`config.mk`:
```
export PLATFORM = sky130hd
export DESIGN_NAME = i2c_byte_xact_seq
export DESIGN_NICKNAME = d
export VERILOG_FILES = /design/src/rtl/i2c_seq_pkg.sv /design/src/rtl/i2c_seq_backoff.sv /design/src/rtl/i2c_byte_xact_seq.sv
export SDC_FILE = /design/constraint.sdc
export NUM_CORES = 1
export LEC_CHECK = 0
export BUFFER_PORTS_ARGS = -buffer_cell sky130_fd_sc_hd__buf_2
export CORE_ASPECT_RATIO = 2
export CORE_MARGIN = 5
export CORE_UTILIZATION = 50
export DETAILED_ROUTE_END_ITERATION = 7
export PLACE_DENSITY = 0.69
export SLEW_MARGIN = 20
export SYNTH_ARGS = -nofsm -noshare
export SYNTH_HDL_FRONTEND = slang
export SYNTH_SLANG_ARGS = --single-unit
```
`constraint.sdc`:
```
create_clock -name clk -period 2.52 [get_ports clk]
set_clock_uncertainty 0.2 [all_clocks]
set_input_delay 0.504 -clock clk [delete_from_list [all_inputs] [get_ports clk]]
set_output_delay 0.504 -clock clk [all_outputs]
set_load 0.01 [all_outputs]
```
`src/rtl/i2c_seq_pkg.sv`:
```
package i2c_seq_pkg;

    typedef enum logic [2:0] {
        OP_START   = 3'd0,
        OP_STOP    = 3'd1,
        OP_SEND    = 3'd2,
        OP_RECV    = 3'd3,
        OP_ACKCHK  = 3'd4,
        OP_RELEASE = 3'd5,
        OP_CLEAR   = 3'd6
    } line_op_e;

    typedef enum logic [3:0] {
        ST_IDLE,
        ST_START,
        ST_SEND,
        ST_RELEASE,
        ST_ACKCHK,
        ST_RECV,
        ST_NACK,
        ST_STOP,
        ST_CLEAR,
        ST_BACKOFF
    } seq_state_e;

    // Which byte the current SEND/ACKCHK pair belongs to
    typedef enum logic [1:0] {
        PH_ADDR_W,
        PH_OFFSET,
        PH_WDATA,
        PH_ADDR_R
    } seq_phase_e;

endpackage

```
`src/rtl/i2c_seq_backoff.sv`:
```
module i2c_seq_backoff #(
    parameter int COUNT = 100000
) (
    input  logic clk,
    input  logic rst_n,
    input  logic start,
    input  logic tick,
    output logic expire
);
    localparam int CW = $clog2(COUNT + 1);

    logic [CW-1:0] remain;
    logic          run;

    assign expire = run && tick && (remain == CW'(1));

    always_ff @(posedge clk or negedge rst_n) begin
        if (!rst_n) begin
            run    <= 1'b0;
            remain <= '0;
        end else if (start) begin
            run    <= 1'b1;
            remain <= CW'(COUNT);
        end else if (run && tick) begin
            remain <= remain - CW'(1);
            if (remain == CW'(1)) begin
                run <= 1'b0;
            end
        end
    end
endmodule

```
`src/rtl/i2c_byte_xact_seq.sv`:
```
module i2c_byte_xact_seq
    import i2c_seq_pkg::*;
#(
    parameter int RD_TRIES   = 10,
    parameter int WR_TRIES   = 1,
    parameter int BACKOFF_US = 100000
) (
    input  logic       clk,
    input  logic       rst_n,
    input  logic       us_tick,
    input  logic       req,
    input  logic       req_rd,
    input  logic [7:0] dev_addr,
    input  logic [7:0] reg_off,
    input  logic [7:0] wr_data,
    output logic [7:0] rd_data,
    output logic       done,
    output logic       fail,
    output logic       bb_en,
    output logic       cmd_valid,
    output logic [2:0] cmd_op,
    output logic       cmd_bit,
    input  logic       eng_ack,
    input  logic       eng_bit,
    input  logic       eng_err
);
    localparam int TRY_MAX = (RD_TRIES > WR_TRIES) ? RD_TRIES : WR_TRIES;
    localparam int TW      = $clog2(TRY_MAX + 1);

    seq_state_e state;
    seq_phase_e phase;
    logic       op_rd;
    logic       abort;
    logic [7:0] addr_q, off_q, wdata_q, shreg;
    logic [2:0] bit_cnt;
    logic [TW-1:0] tries_q;
    logic [TW-1:0] try_limit;
    logic       bo_start, bo_expire;

    assign try_limit = op_rd ? TW'(RD_TRIES) : TW'(WR_TRIES);
    assign bo_start  = (state == ST_CLEAR) && eng_ack;

    i2c_seq_backoff #(.COUNT(BACKOFF_US)) u_backoff (
        .clk    (clk),
        .rst_n  (rst_n),
        .start  (bo_start),
        .tick   (us_tick),
        .expire (bo_expire)
    );

    // State register and datapath
    always_ff @(posedge clk or negedge rst_n) begin
        if (!rst_n) begin
            state   <= ST_IDLE;
            phase   <= PH_ADDR_W;
            op_rd   <= 1'b0;
            abort   <= 1'b0;
            addr_q  <= '0;
            off_q   <= '0;
            wdata_q <= '0;
            shreg   <= '0;
            bit_cnt <= '0;
            tries_q <= '0;
            rd_data <= '0;
            done    <= 1'b0;
            fail    <= 1'b0;
            bb_en   <= 1'b0;
        end else begin
            done <= 1'b0;
            fail <= 1'b0;
            unique case (state)
                ST_IDLE: if (req) begin
                    op_rd   <= req_rd;
                    addr_q  <= dev_addr;
                    off_q   <= reg_off;
                    wdata_q <= wr_data;
                    tries_q <= '0;
                    rd_data <= '0;
                    phase   <= PH_ADDR_W;
                    bb_en   <= 1'b1;
                    state   <= ST_START;
                end
                ST_START: if (eng_ack) begin
                    shreg   <= (phase == PH_ADDR_R) ? (addr_q | 8'h01) : addr_q;
                    bit_cnt <= 3'd7;
                    abort   <= 1'b0;
                    if (phase == PH_ADDR_W) begin
                        rd_data <= '0;
                    end
                    state   <= ST_SEND;
                end
                ST_SEND: if (eng_ack) begin
                    shreg   <= {shreg[6:0], 1'b0};
                    bit_cnt <= bit_cnt - 3'd1;
                    if (eng_err) begin
                        abort <= 1'b1;
                        state <= ST_RELEASE;
                    end else if (bit_cnt == 3'd0) begin
                        state <= ST_RELEASE;
                    end
                end
                ST_RELEASE: if (eng_ack) begin
                    state <= abort ? ST_CLEAR : ST_ACKCHK;
                end
                ST_ACKCHK: if (eng_ack) begin
                    if (eng_bit) begin
                        state <= ST_CLEAR;
                    end else begin
                        unique case (phase)
                            PH_ADDR_W: begin
                                shreg   <= off_q;
                                bit_cnt <= 3'd7;
                                phase   <= PH_OFFSET;
                                state   <= ST_SEND;
                            end
                            PH_OFFSET: begin
                                if (op_rd) begin
                                    phase <= PH_ADDR_R;
                                    state <= ST_START;
                                end else begin
                                    shreg   <= wdata_q;
                                    bit_cnt <= 3'd7;
                                    phase   <= PH_WDATA;
                                    state   <= ST_SEND;
                                end
                            end
                            PH_WDATA: state <= ST_STOP;
                            PH_ADDR_R: begin
                                bit_cnt <= 3'd7;
                                state   <= ST_RECV;
                            end
                        endcase
                    end
                end
                ST_RECV: if (eng_ack) begin
                    rd_data <= {rd_data[6:0], eng_bit};
                    bit_cnt <= bit_cnt - 3'd1;
                    if (bit_cnt == 3'd0) begin
                        state <= ST_NACK;
                    end
                end
                ST_NACK: if (eng_ack) begin
                    state <= eng_err ? ST_CLEAR : ST_STOP;
                end
                ST_STOP: if (eng_ack) begin
                    bb_en <= 1'b0;
                    done  <= 1'b1;
                    state <= ST_IDLE;
                end
                ST_CLEAR: if (eng_ack) begin
                    tries_q <= tries_q + TW'(1);
                    state   <= ST_BACKOFF;
                end
                ST_BACKOFF: if (bo_expire) begin
                    if (tries_q >= try_limit) begin
                        bb_en <= 1'b0;
                        done  <= 1'b1;
                        fail  <= 1'b1;
                        state <= ST_IDLE;
                    end else begin
                        phase <= PH_ADDR_W;
                        state <= ST_START;
                    end
                end
                default: state <= ST_IDLE;
            endcase
        end
    end

    // Command outputs
    always_comb begin
        cmd_valid = 1'b1;
        cmd_op    = OP_START;
        cmd_bit   = 1'b1;
        unique case (state)
            ST_START:   cmd_op = OP_START;
            ST_SEND:    begin cmd_op = OP_SEND; cmd_bit = shreg[7]; end
            ST_RELEASE: cmd_op = OP_RELEASE;
            ST_ACKCHK:  cmd_op = OP_ACKCHK;
            ST_RECV:    cmd_op = OP_RECV;
            ST_NACK:    begin cmd_op = OP_SEND; cmd_bit = 1'b1; end
            ST_STOP:    cmd_op = OP_STOP;
            ST_CLEAR:   cmd_op = OP_CLEAR;
            default:    cmd_valid = 1'b0;
        endcase
    end
endmodule

```
==> flow_summary_export.csv <==
group,metric,value,unit
drt,vias_per_cell,5.62,
floorplan,die_y,137,um
global_routing,grt.total_usage,20.7,%
power,combPwrFrac,43.9,%
synthesis,synth_seq_area_share,47.3,%
clocking,root_buffer,"clkbuf_16",
place,io_buffer_count,47,
worst_hold_path,hold_class,"input port to register",
global_routing,grt_max_degree,41,
synthesis,synthTopCellsByCount,"76 x dfrtp_1, 49 x nand2_1, 34 x nor2_1, 25 x mux2_2, 20 x o21ai_1",
global_routing,grt_antenna_before_repair,0,
power,p_total,5.95,mW
critical_path,r2r-start,"u_backoff.remain[5]",
synthesis,ys_ff_latch,76,
drt,postRouteAntennaNets,0,
synthesis,synthFlopType,"dfrtp_1",
drt,wl,9.56,mm
global_routing,grt_pass1_vias,3379,
critical_path,cp.arrival,2490,ps
synthesis,synth_cells,403,
power,peakVddDrop,765,uV
critical_path,timing.critical_path.to,"phase[0]",
cells_and_area,diodes,0,
critical_path,cp_max_fo,5,
place,dp_hpwl,7.16,mm
timing,fmax,404,MHz
drt,drt_pre_antenna_iters,5,
synthesis,ys_types,59,
power,clkPwrFrac,21.6,%
clocking,clk-insertion-delay-late,340,ps
global_routing,grt_pass1_wl,15.9,mm
floorplan,start_util,51.0,%
clocking,clock_path_buffers,2,
critical_path,startpoint,"u_backoff.remain[5]",
clocking,htree_levels,3,
timing,min_period_over_period,98.3,%
power,leakage,2.20,nW
floorplan,coreArea,0.00789,sq mm
synthesis,synthTopCellsByArea,"dfrtp_1 47%, mux2_2 7.0%, nand2_1 4.6%, ha_1 3.7%, xnor2_1 3.3%",
timing,maxSlewViolCount,0,
timing,finalSetupTns,0,ps
critical_path,crit_type,"register to register",
drt,drtIter0Drc,87,
floorplan,io_pins,48,
floorplan,row_count,46,
power,p_switching,2.24,mW
timing,max_slew_margin,61.3,%
critical_path,rrSetupSlack,40,ps
synthesis,synth_top_cell_by_area,"dfrtp_1",
synthesis,syn_area,0.00402,sq mm
timing,hold_ws,192,ps
timing,final_hold_viol_count,0,
timing,setup_viol,0,
clocking,cts_buffers,9,
synthesis,syn_nets,447,
place,gp_congestion,0.904,
power,p_seq_share,34.5,%
synthesis,ys.warnings.count,0,
critical_path,r2r-end,"phase[0]",
synthesis,synth.avg_cell_area,9.97,sq um
power,p_int,3.71,mW
critical_path,cp-start-kind,"register",
timing,rsz0062_at_grt,"yes",
drt,route.detailed.drc,0,
critical_path,crit_path_end_kind,"register",
critical_path,required,2540,ps
timing,final.min_clock_period,2480,ps
floorplan,die_w,73.4,um
cells_and_area,final_cells,571,
cells_and_area,fill_cells,643,
power,swShare,37.6,%
critical_path,reg2regPathDepth,5,
status,status,"complete, no violations",
clocking,cts.sinks,76,
synthesis,yosysMostFrequentCell,"dfrtp_1",
clocking,cts_tree,"built",
cells_and_area,syn2layout_area_growth,21.1,%
power,power_density,1220,mW/mm^2
cells_and_area,drive_gt1_share,27.4,%
timing,tightest_slew,578,ps
synthesis,synth_edf_count,0,
clocking,clkTransAtPathRegs,60,ps
global_routing,overflow,0,
synthesis,synth_top_area_share,47.3,%
place,dp_cells,552,
cells_and_area,nNetsFinal,514,
drt,via_count,3209,
floorplan,die-area,0.0100,sq mm
flow_run,cap_violations,0,
synthesis,async_flop_share,100,%
drt,routedWlPerCell,16.7,um
## registers in the layout (all words and copies together), names as in the netlist, 4 cells and up
register,cells
off_q,8
u_backoff.remain,17
state,4
shreg,8
tries_q,4
rd_data,8
wdata_q,8
addr_q,8
## how the worst min path moves through the flow
stage	from	endpoint	slack, ps	depth (start not counted)
after floorplan	rst_n	abort	8	0
after global placement	shreg[7]	shreg[7]	260	2
after detailed placement	shreg[7]	shreg[7]	270	2
after CTS	reg_off[5]	off_q[5]	180	2
after global routing	reg_off[6]	off_q[6]	180	2
final	reg_off[5]	off_q[5]	190	2
## cell type report
type                       instances  area, sq um  area share [%]
tap                               96          120            2.47
multi-input combinational        289         1980            40.6
inverter                          16         60.1            1.23
clock inverter                     7         73.8            1.52
clock buffer                       9          225            4.63
sequential                        76         1900            39.1
timing repair buffer              78          510            10.5
## cells by family (layout without fill, tap and decap cells)
logic type               count (synthesis)  after routing  synth area share (%)
AND/OR/NAND/NOR                        146            146                  18.3
flip-flops                              76             76                  47.3
AO/OA/AOI/OAI                           71             71                  11.5
multiplexers                            41             41                  11.2
buffers and inverters                   38            110                  3.77
XOR/XNOR                                19             19                  4.14
adder cells (fa/ha/maj)                 12             12                  3.74
## what timing repair did
action                     in CTS  in global routing
setup buffers                   0                  2
setup endpoints to repair       0                 10
hold buffers                    1                  0
hold endpoints to repair       36                  0
resized for setup               0                  4
## routing by layer
layer | share of wire [%] | global-route usage, % | vias to the layer above
met5 | 0 | 0 | -
met4 | 3.9 | 10.6 | 0
met3 | 2.8 | 4.56 | 24
met2 | 57 | 37.4 | 68
met1 | 36 | 21.6 | 1552
li1 | - | - | 1565
## per-stage QoR
step / util, % / setup slack [ps] / cell area (sq um)
floorplan: - / 7.32 / 4020
global placement: 57.5 / 75.9 / 4530
detailed placement: 57.5 / 28.2 / 4530
CTS: 61.4 / 8.93 / 4840
global route: 61.7 / -6.58 / 4870
finish: 61.7 / 44.0 / 4870
## power groups by stage
| stage | registers [mW] | logic (mW) | clock network, mW |
|---|---|---|---|
| after floorplan | 1.97 | 1.82 | 0 |
| after global placement | 2.04 | 2.50 | 0 |
| after detailed placement | 2.07 | 2.58 | 0 |
| after CTS | 2.05 | 2.60 | 1.31 |
| after global routing | 2.11 | 2.86 | 1.37 |
| final | 2.05 | 2.61 | 1.29 |
## cells in the final DEF, fill, tap and decap left out, types with 8 or more instances in the layout
cell type and instances:
buf_4 28, mux2_2 25, o21ai_1 19, dfrtp_1 76
nand2_1 49, clkbuf_16 9, o21ai_0 8, a21oi_1 12
xnor2_1 15, nor3_1 11, mux2i_1 11, inv_1 15
nand3_1 10, ha_1 12, buf_2 46, nor2_1 33
## critical path, stage by stage (launching register included)
cell	delay (ps)
dfrtp_1	390
or4_4	580
nor4_4	330
a21boi_2	120
or3b_4	420
mux2_1	310
(Power assumes the default switching activity.)
